==> src/rtl/pwr_path_pkg.sv <==
package pwr_path_pkg;
  localparam int CODE_W = 8;
  localparam int NSRC   = 5;

  typedef enum logic [1:0] {
    PM_AUTO      = 2'b00,
    PM_WL_ONLY   = 2'b01,
    PM_FORCE_EXT = 2'b10,
    PM_ALL_OFF   = 2'b11
  } path_mode_e;

  // Source index i carries reason src_code(i); indices ascend with code value.
  function automatic logic [CODE_W-1:0] src_code(input int i);
    case (i)
      0:       return 8'h00;
      1:       return 8'h01;
      2:       return 8'h02;
      3:       return 8'h03;
      default: return 8'h08;
    endcase
  endfunction
endpackage

==> src/rtl/pp_mode_decode.sv <==
module pp_mode_decode
  import pwr_path_pkg::*;
(
  input  logic cfg_force_ext,
  input  logic cfg_block_ext,
  input  logic ext_present,
  output logic ext_tgt,
  output logic wl_allowed,
  output logic ext_taking,
  output logic force_term
);
  path_mode_e mode;

  always_comb begin
    mode       = path_mode_e'({cfg_force_ext, cfg_block_ext});
    ext_tgt    = 1'b0;
    wl_allowed = 1'b0;
    ext_taking = 1'b0;
    force_term = 1'b0;
    case (mode)
      PM_AUTO: begin
        ext_tgt    = ext_present;
        ext_taking = ext_present;
        wl_allowed = 1'b1;
      end
      PM_WL_ONLY:   wl_allowed = 1'b1;
      PM_FORCE_EXT: begin
        ext_tgt    = 1'b1;
        force_term = 1'b1;
      end
      default:      force_term = 1'b1;
    endcase
  end
endmodule

==> src/rtl/pp_short_latch.sv <==
module pp_short_latch #(
  parameter int DGL_CYC = 50000
) (
  input  logic clk,
  input  logic rst,
  input  logic flag,
  output logic latched
);
  localparam int CW = $clog2(DGL_CYC + 1);
  localparam logic [CW-1:0] LAST = CW'(DGL_CYC - 1);

  logic [CW-1:0] cnt;

  always_ff @(posedge clk) begin
    if (rst) begin
      cnt     <= '0;
      latched <= 1'b0;
    end else if (!latched) begin
      if (!flag)            cnt <= '0;
      else if (cnt == LAST) latched <= 1'b1;
      else                  cnt <= cnt + 1'b1;
    end
  end

  AST_SHORT_STICKY: assert property (@(posedge clk) disable iff (rst)
    latched |=> latched);
  AST_SHORT_NEEDS_FLAG: assert property (@(posedge clk) disable iff (rst)
    $rose(latched) |-> $past(flag));
endmodule

==> src/rtl/pp_ept_prio.sv <==
module pp_ept_prio
  import pwr_path_pkg::*;
(
  input  logic [NSRC-1:0]   src_act,
  output logic              req,
  output logic [CODE_W-1:0] code
);
  always_comb begin
    req  = |src_act;
    code = '0;
    for (int i = NSRC - 1; i >= 0; i--) begin
      if (src_act[i]) code = src_code(i);
    end
  end
endmodule

==> src/rtl/pp_handover.sv <==
module pp_handover (
  input  logic clk,
  input  logic rst,
  input  logic ext_tgt,
  input  logic wl_tgt,
  output logic ext_sw_en,
  output logic wl_en
);
  always_ff @(posedge clk) begin
    if (rst) begin
      ext_sw_en <= 1'b0;
      wl_en     <= 1'b0;
    end else begin
      ext_sw_en <= ext_tgt && !wl_en;
      wl_en     <= wl_tgt  && !ext_sw_en;
    end
  end

  AST_NEVER_BOTH: assert property (@(posedge clk) disable iff (rst)
    !(ext_sw_en && wl_en));
  AST_EXT_AFTER_WL_OFF: assert property (@(posedge clk) disable iff (rst)
    $rose(ext_sw_en) |-> !$past(wl_en));
  AST_WL_AFTER_EXT_OFF: assert property (@(posedge clk) disable iff (rst)
    $rose(wl_en) |-> !$past(ext_sw_en));
endmodule

==> src/rtl/pwr_path_ctl.sv <==
module pwr_path_ctl
  import pwr_path_pkg::*;
#(
  parameter int DGL_CYC = 50000
) (
  input  logic              clk,
  input  logic              rst,
  input  logic              cfg_force_ext,
  input  logic              cfg_block_ext,
  input  logic              ext_present,
  input  logic              host_stop,
  input  logic              ntc_fault,
  input  logic              die_hot,
  input  logic              ilim_short,
  input  logic              no_converge,
  output logic              ext_sw_en,
  output logic              wl_en,
  output logic              ept_req,
  output logic [CODE_W-1:0] ept_code
);
  logic ext_tgt, wl_allowed, ext_taking, force_term, short_q;
  logic req_c;
  logic [CODE_W-1:0] code_c;
  logic [NSRC-1:0] src;

  pp_mode_decode u_dec (
    .cfg_force_ext(cfg_force_ext), .cfg_block_ext(cfg_block_ext),
    .ext_present(ext_present), .ext_tgt(ext_tgt), .wl_allowed(wl_allowed),
    .ext_taking(ext_taking), .force_term(force_term)
  );

  pp_short_latch #(.DGL_CYC(DGL_CYC)) u_short (
    .clk(clk), .rst(rst), .flag(ilim_short), .latched(short_q)
  );

  assign src = {no_converge, ntc_fault, die_hot | short_q,
                host_stop | force_term, ext_taking};

  pp_ept_prio u_prio (.src_act(src), .req(req_c), .code(code_c));

  pp_handover u_hand (
    .clk(clk), .rst(rst), .ext_tgt(ext_tgt), .wl_tgt(wl_allowed && !req_c),
    .ext_sw_en(ext_sw_en), .wl_en(wl_en)
  );

  always_ff @(posedge clk) begin
    if (rst) begin
      ept_req  <= 1'b0;
      ept_code <= '0;
    end else begin
      ept_req  <= req_c;
      ept_code <= code_c;
    end
  end

  AST_NO_REQ_ZERO_CODE: assert property (@(posedge clk) disable iff (rst)
    !ept_req |-> (ept_code == '0));
  AST_CODE_LEGAL: assert property (@(posedge clk) disable iff (rst)
    (ept_code <= 8'h03) || (ept_code == 8'h08));
  AST_BLOCKED_EXT: assert property (@(posedge clk) disable iff (rst)
    (cfg_block_ext && !cfg_force_ext) |=> !ext_sw_en);
  AST_ALL_OFF: assert property (@(posedge clk) disable iff (rst)
    (cfg_block_ext && cfg_force_ext) |=> (!ext_sw_en && !wl_en));
  AST_FORCE_REQ: assert property (@(posedge clk) disable iff (rst)
    cfg_force_ext |=> (ept_req && ept_code <= 8'h01));
endmodule

==> config.mk <==
export PLATFORM = sky130hd
export DESIGN_NAME = pwr_path_ctl
export DESIGN_NICKNAME = d
export VERILOG_FILES = /design/src/rtl/pwr_path_pkg.sv /design/src/rtl/pp_mode_decode.sv /design/src/rtl/pp_short_latch.sv /design/src/rtl/pp_ept_prio.sv /design/src/rtl/pp_handover.sv /design/src/rtl/pwr_path_ctl.sv
export SDC_FILE = /design/constraint.sdc
export NUM_CORES = 1
export LEC_CHECK = 0
export BUFFER_PORTS_ARGS = -buffer_cell sky130_fd_sc_hd__buf_2
export CORE_UTILIZATION = 40
export DETAILED_ROUTE_END_ITERATION = 6
export PLACE_DENSITY = 0.7
export SETUP_SLACK_MARGIN = 0.2
export SLEW_MARGIN = 0
export SYNTH_ARGS = -nofsm -noshare
export SYNTH_HDL_FRONTEND = slang
export SYNTH_SLANG_ARGS = --single-unit
==> constraint.sdc <==
create_clock -name clk -period 4.45 [get_ports clk]
set_clock_uncertainty 0.1 [all_clocks]
set_input_delay 0.6675 -clock clk [delete_from_list [all_inputs] [get_ports clk]]
set_output_delay 0.6675 -clock clk [all_outputs]
set_load 0.005 [all_outputs]
==> summary.txt <==
status: complete, but fails checks
failing checks: DRC
clk_lat worst skew: 300 ps
max incr delay on CP: 460 ps
number of global-route vias before repair: 1,044
Setup violations, final: 0
min setup slack post-route: 2300 ps
Net Switching: 75.4 uW
Starting Density: 0.430
Max Fclk: 466 MHz
P per Cell Area: 258 nW/um^2
final hold vios: 0
Ys Warns: 0
grt peak-use layer: met2
leakage: 0.000468 uW
Yosys cell types: 42
post-DR vias/cell: 6.10
fin crit period: 2150 ps
initial drt markers: 38
PortBufs: 15
Clock Sinks: 23
sequential fraction of the synthesis area: 0.379
type of origin of the critical path: register
Non-Filler Instances: 186
via count: 1,135
GRT overflow: 0
met2 usage: 0.297
drt total wl: 2690 um
root buf cell: clkbuf_4
flops & latches, synth: 23
Reg power frac: 0.640
Sw Ratio: 0.229
hold buffers post-CTS: 0
combinational power share: 0.081
Reg2Reg Setup Slack: 2300 ps
Die Ht: 57.1 um
GPL Wtd Cong: 0.827
placed cell count: 182
Core Region: 2830 um^2
largest net degree at the start of global routing: 22
floorplan row count: 19
Worst setup EP type: register
Synth Area per Inst: 8.33 um^2
Synth Instances: 146
average wire per standard cell: 14.4 um
Top Ports: 21
power share of the clock group: 0.279
synthesized area: 1220 um^2
CP max stage cell: o21ai_2
Gates resized, CTS repair: 0
CTS H-tree depth: 1
Final Cycle Share: 0.482
CP Cell Sequence: ha_1 -> nand3_2 -> or3_4 -> o21ai_2 -> o21ai_0 -> a21oi_1
worst path arrival time: 2290 ps
die area: 3260 um^2
worst-case clock buffer depth: 2
GR Util met1: 0.235
setup TNS: 0 ps
Syn-to-layout area delta: 4.94%
cell-internal power: 254 uW
Crit path required time: 4590 ps
crit-path max FO: 14
initial antenna violation count: 0
# DRC: 2
measured slew at the worst slew-check pin: 523 ps
GRT Total Usage: 0.177
Die W: 57.1 um
drt pass-1 iters: 6
crit path kind: reg2reg
met3 Use GR: 0.0204
RSZ-0062 raised after global routing: false
Max Cap Viol: 0
worst slack at placement: 2320 ps
post-CTS setup buffers: 0
Worst-path clk slew: 120 ps
dpl hpwl: 1940 um
fin util: 0.451
Hold Path Class: reg2reg
first-pass GRT wire length: 4600 um
share of cells above drive strength 1: 0.174
CTS buffer count: 3
Rel. slew slack: 0.652
# diodes: 0
ANT nets after route: 0
VDD IR-drop max: 0.000167 V
CTS tree: yes
Slew Limit Fails: 0
Layout Nets: 167
cell usage after synthesis, drive strengths merged:
master   n  share of area
dfxtp   23           0.38
nand2   17          0.052
a21oi   15          0.062
buf     11          0.069
o21ai   11          0.048
nor2     7          0.024
a31oi    5          0.026
nand4    5          0.038
nor3     5          0.021
nor4     5          0.026
or4      5          0.031
nand3    4          0.021
clkbuf   3         0.0093
nand2b   3          0.015
a311oi   2          0.014
a41oi    2          0.014
and3     2          0.011
and4     2          0.019
inv      2         0.0062
o21a     2          0.012
o31ai    2          0.012
o41ai    2          0.014
or3      2          0.014
a21o     1         0.0062
a22oi    1         0.0062
and2b    1         0.0062
conb     1         0.0031
ha       1          0.010
nor2b    1          0.011
nor4bb   1         0.0082
o22ai    1         0.0051
or2      1         0.0051
worst paths after layout:
path | start | end | depth (start not counted)
min | u_hand.wl_en | u_hand.ext_sw_en | 1
max reg2reg | u_short.cnt[0] | u_short.cnt[14] | 6
max | u_short.cnt[0] | u_short.cnt[14] | 6
min reg2reg | u_hand.wl_en | u_hand.ext_sw_en | 1
power by group through the flow:
stage | combinational, uW | sequential [uW] | clock [uW]
3_3_place_gp | 25.2 | 215 | 0
5_1_grt | 30.3 | 211 | 103
2_1_floorplan | 19.2 | 215 | 0
6_report | 26.7 | 210 | 91.9
3_5_place_dp | 26.3 | 215 | 0
4_1_cts | 26.4 | 211 | 95.5
metrics by stage:
stage	hold WS, ps	instance area, um^2	power (uW)
after floorplan	319	1230	234
after global placement	300	1250	240
after detailed placement	311	1250	241
after CTS	327	1280	332
after global routing	343	1280	344
final	319	1280	329
state kept, by name, indices dropped and copies added (netlist names):
register          count
u_short.cnt          16
ept_code              3
ept_req               1
u_hand.ext_sw_en      1
u_hand.wl_en          1
u_short.latched       1
metal layers:
layer	wire, um	up-vias
li1	-	556
met1	1190	545
met2	1350	30
met3	117	4
met4	27	0
met5	0	-
cell type report:
cell class | instances | area (um^2)
clock buffer | 4 | 26.3
fill | 289 | 1550
inverter | 2 | 7.51
multi-input combinational | 111 | 668
sequential | 23 | 460
tap | 31 | 38.8
timing repair buffer | 15 | 75.1
layout by cell type, fill, tap and decap left out, types with 2 or more instances in the layout:
| cell | count |
|---|---|
| nor2_1 | 6 |
| nand4_1 | 4 |
| a21oi_1 | 15 |
| a311oi_1 | 2 |
| o41ai_1 | 2 |
| a31oi_1 | 5 |
| buf_2 | 15 |
| o21ai_1 | 4 |
| or4_1 | 5 |
| dfxtp_1 | 23 |
| clkbuf_4 | 3 |
| nand3_1 | 3 |
| conb_1 | 5 |
| o21ai_0 | 6 |
| o21a_1 | 2 |
| o31ai_1 | 2 |
| nand2_1 | 17 |
| nor3_1 | 5 |
| nor4_1 | 5 |
| a41oi_1 | 2 |
| and4_4 | 2 |
| inv_1 | 2 |
| nand2b_1 | 3 |
worst max-delay path, delay by kind of cell, from the launching register on:
family / cells / cell delay (ps)
flip-flops: 1 / 420
adder cells (fa/ha/maj): 1 / 220
AO/OA/AOI/OAI: 3 / 790
AND/OR/NAND/NOR: 2 / 540
kinds of logic (layout without fill, tap and decap cells):
logic type	after synthesis	count (layout)	synth area share
other cells	1	5	0.00308
fa+ha+maj	1	1	0.0103
compound gates	44	44	0.221
flops	23	23	0.379
buf+inv	16	21	0.0844
simple gates	61	61	0.302
No activity file was read; power rests on OpenSTA's default activity.
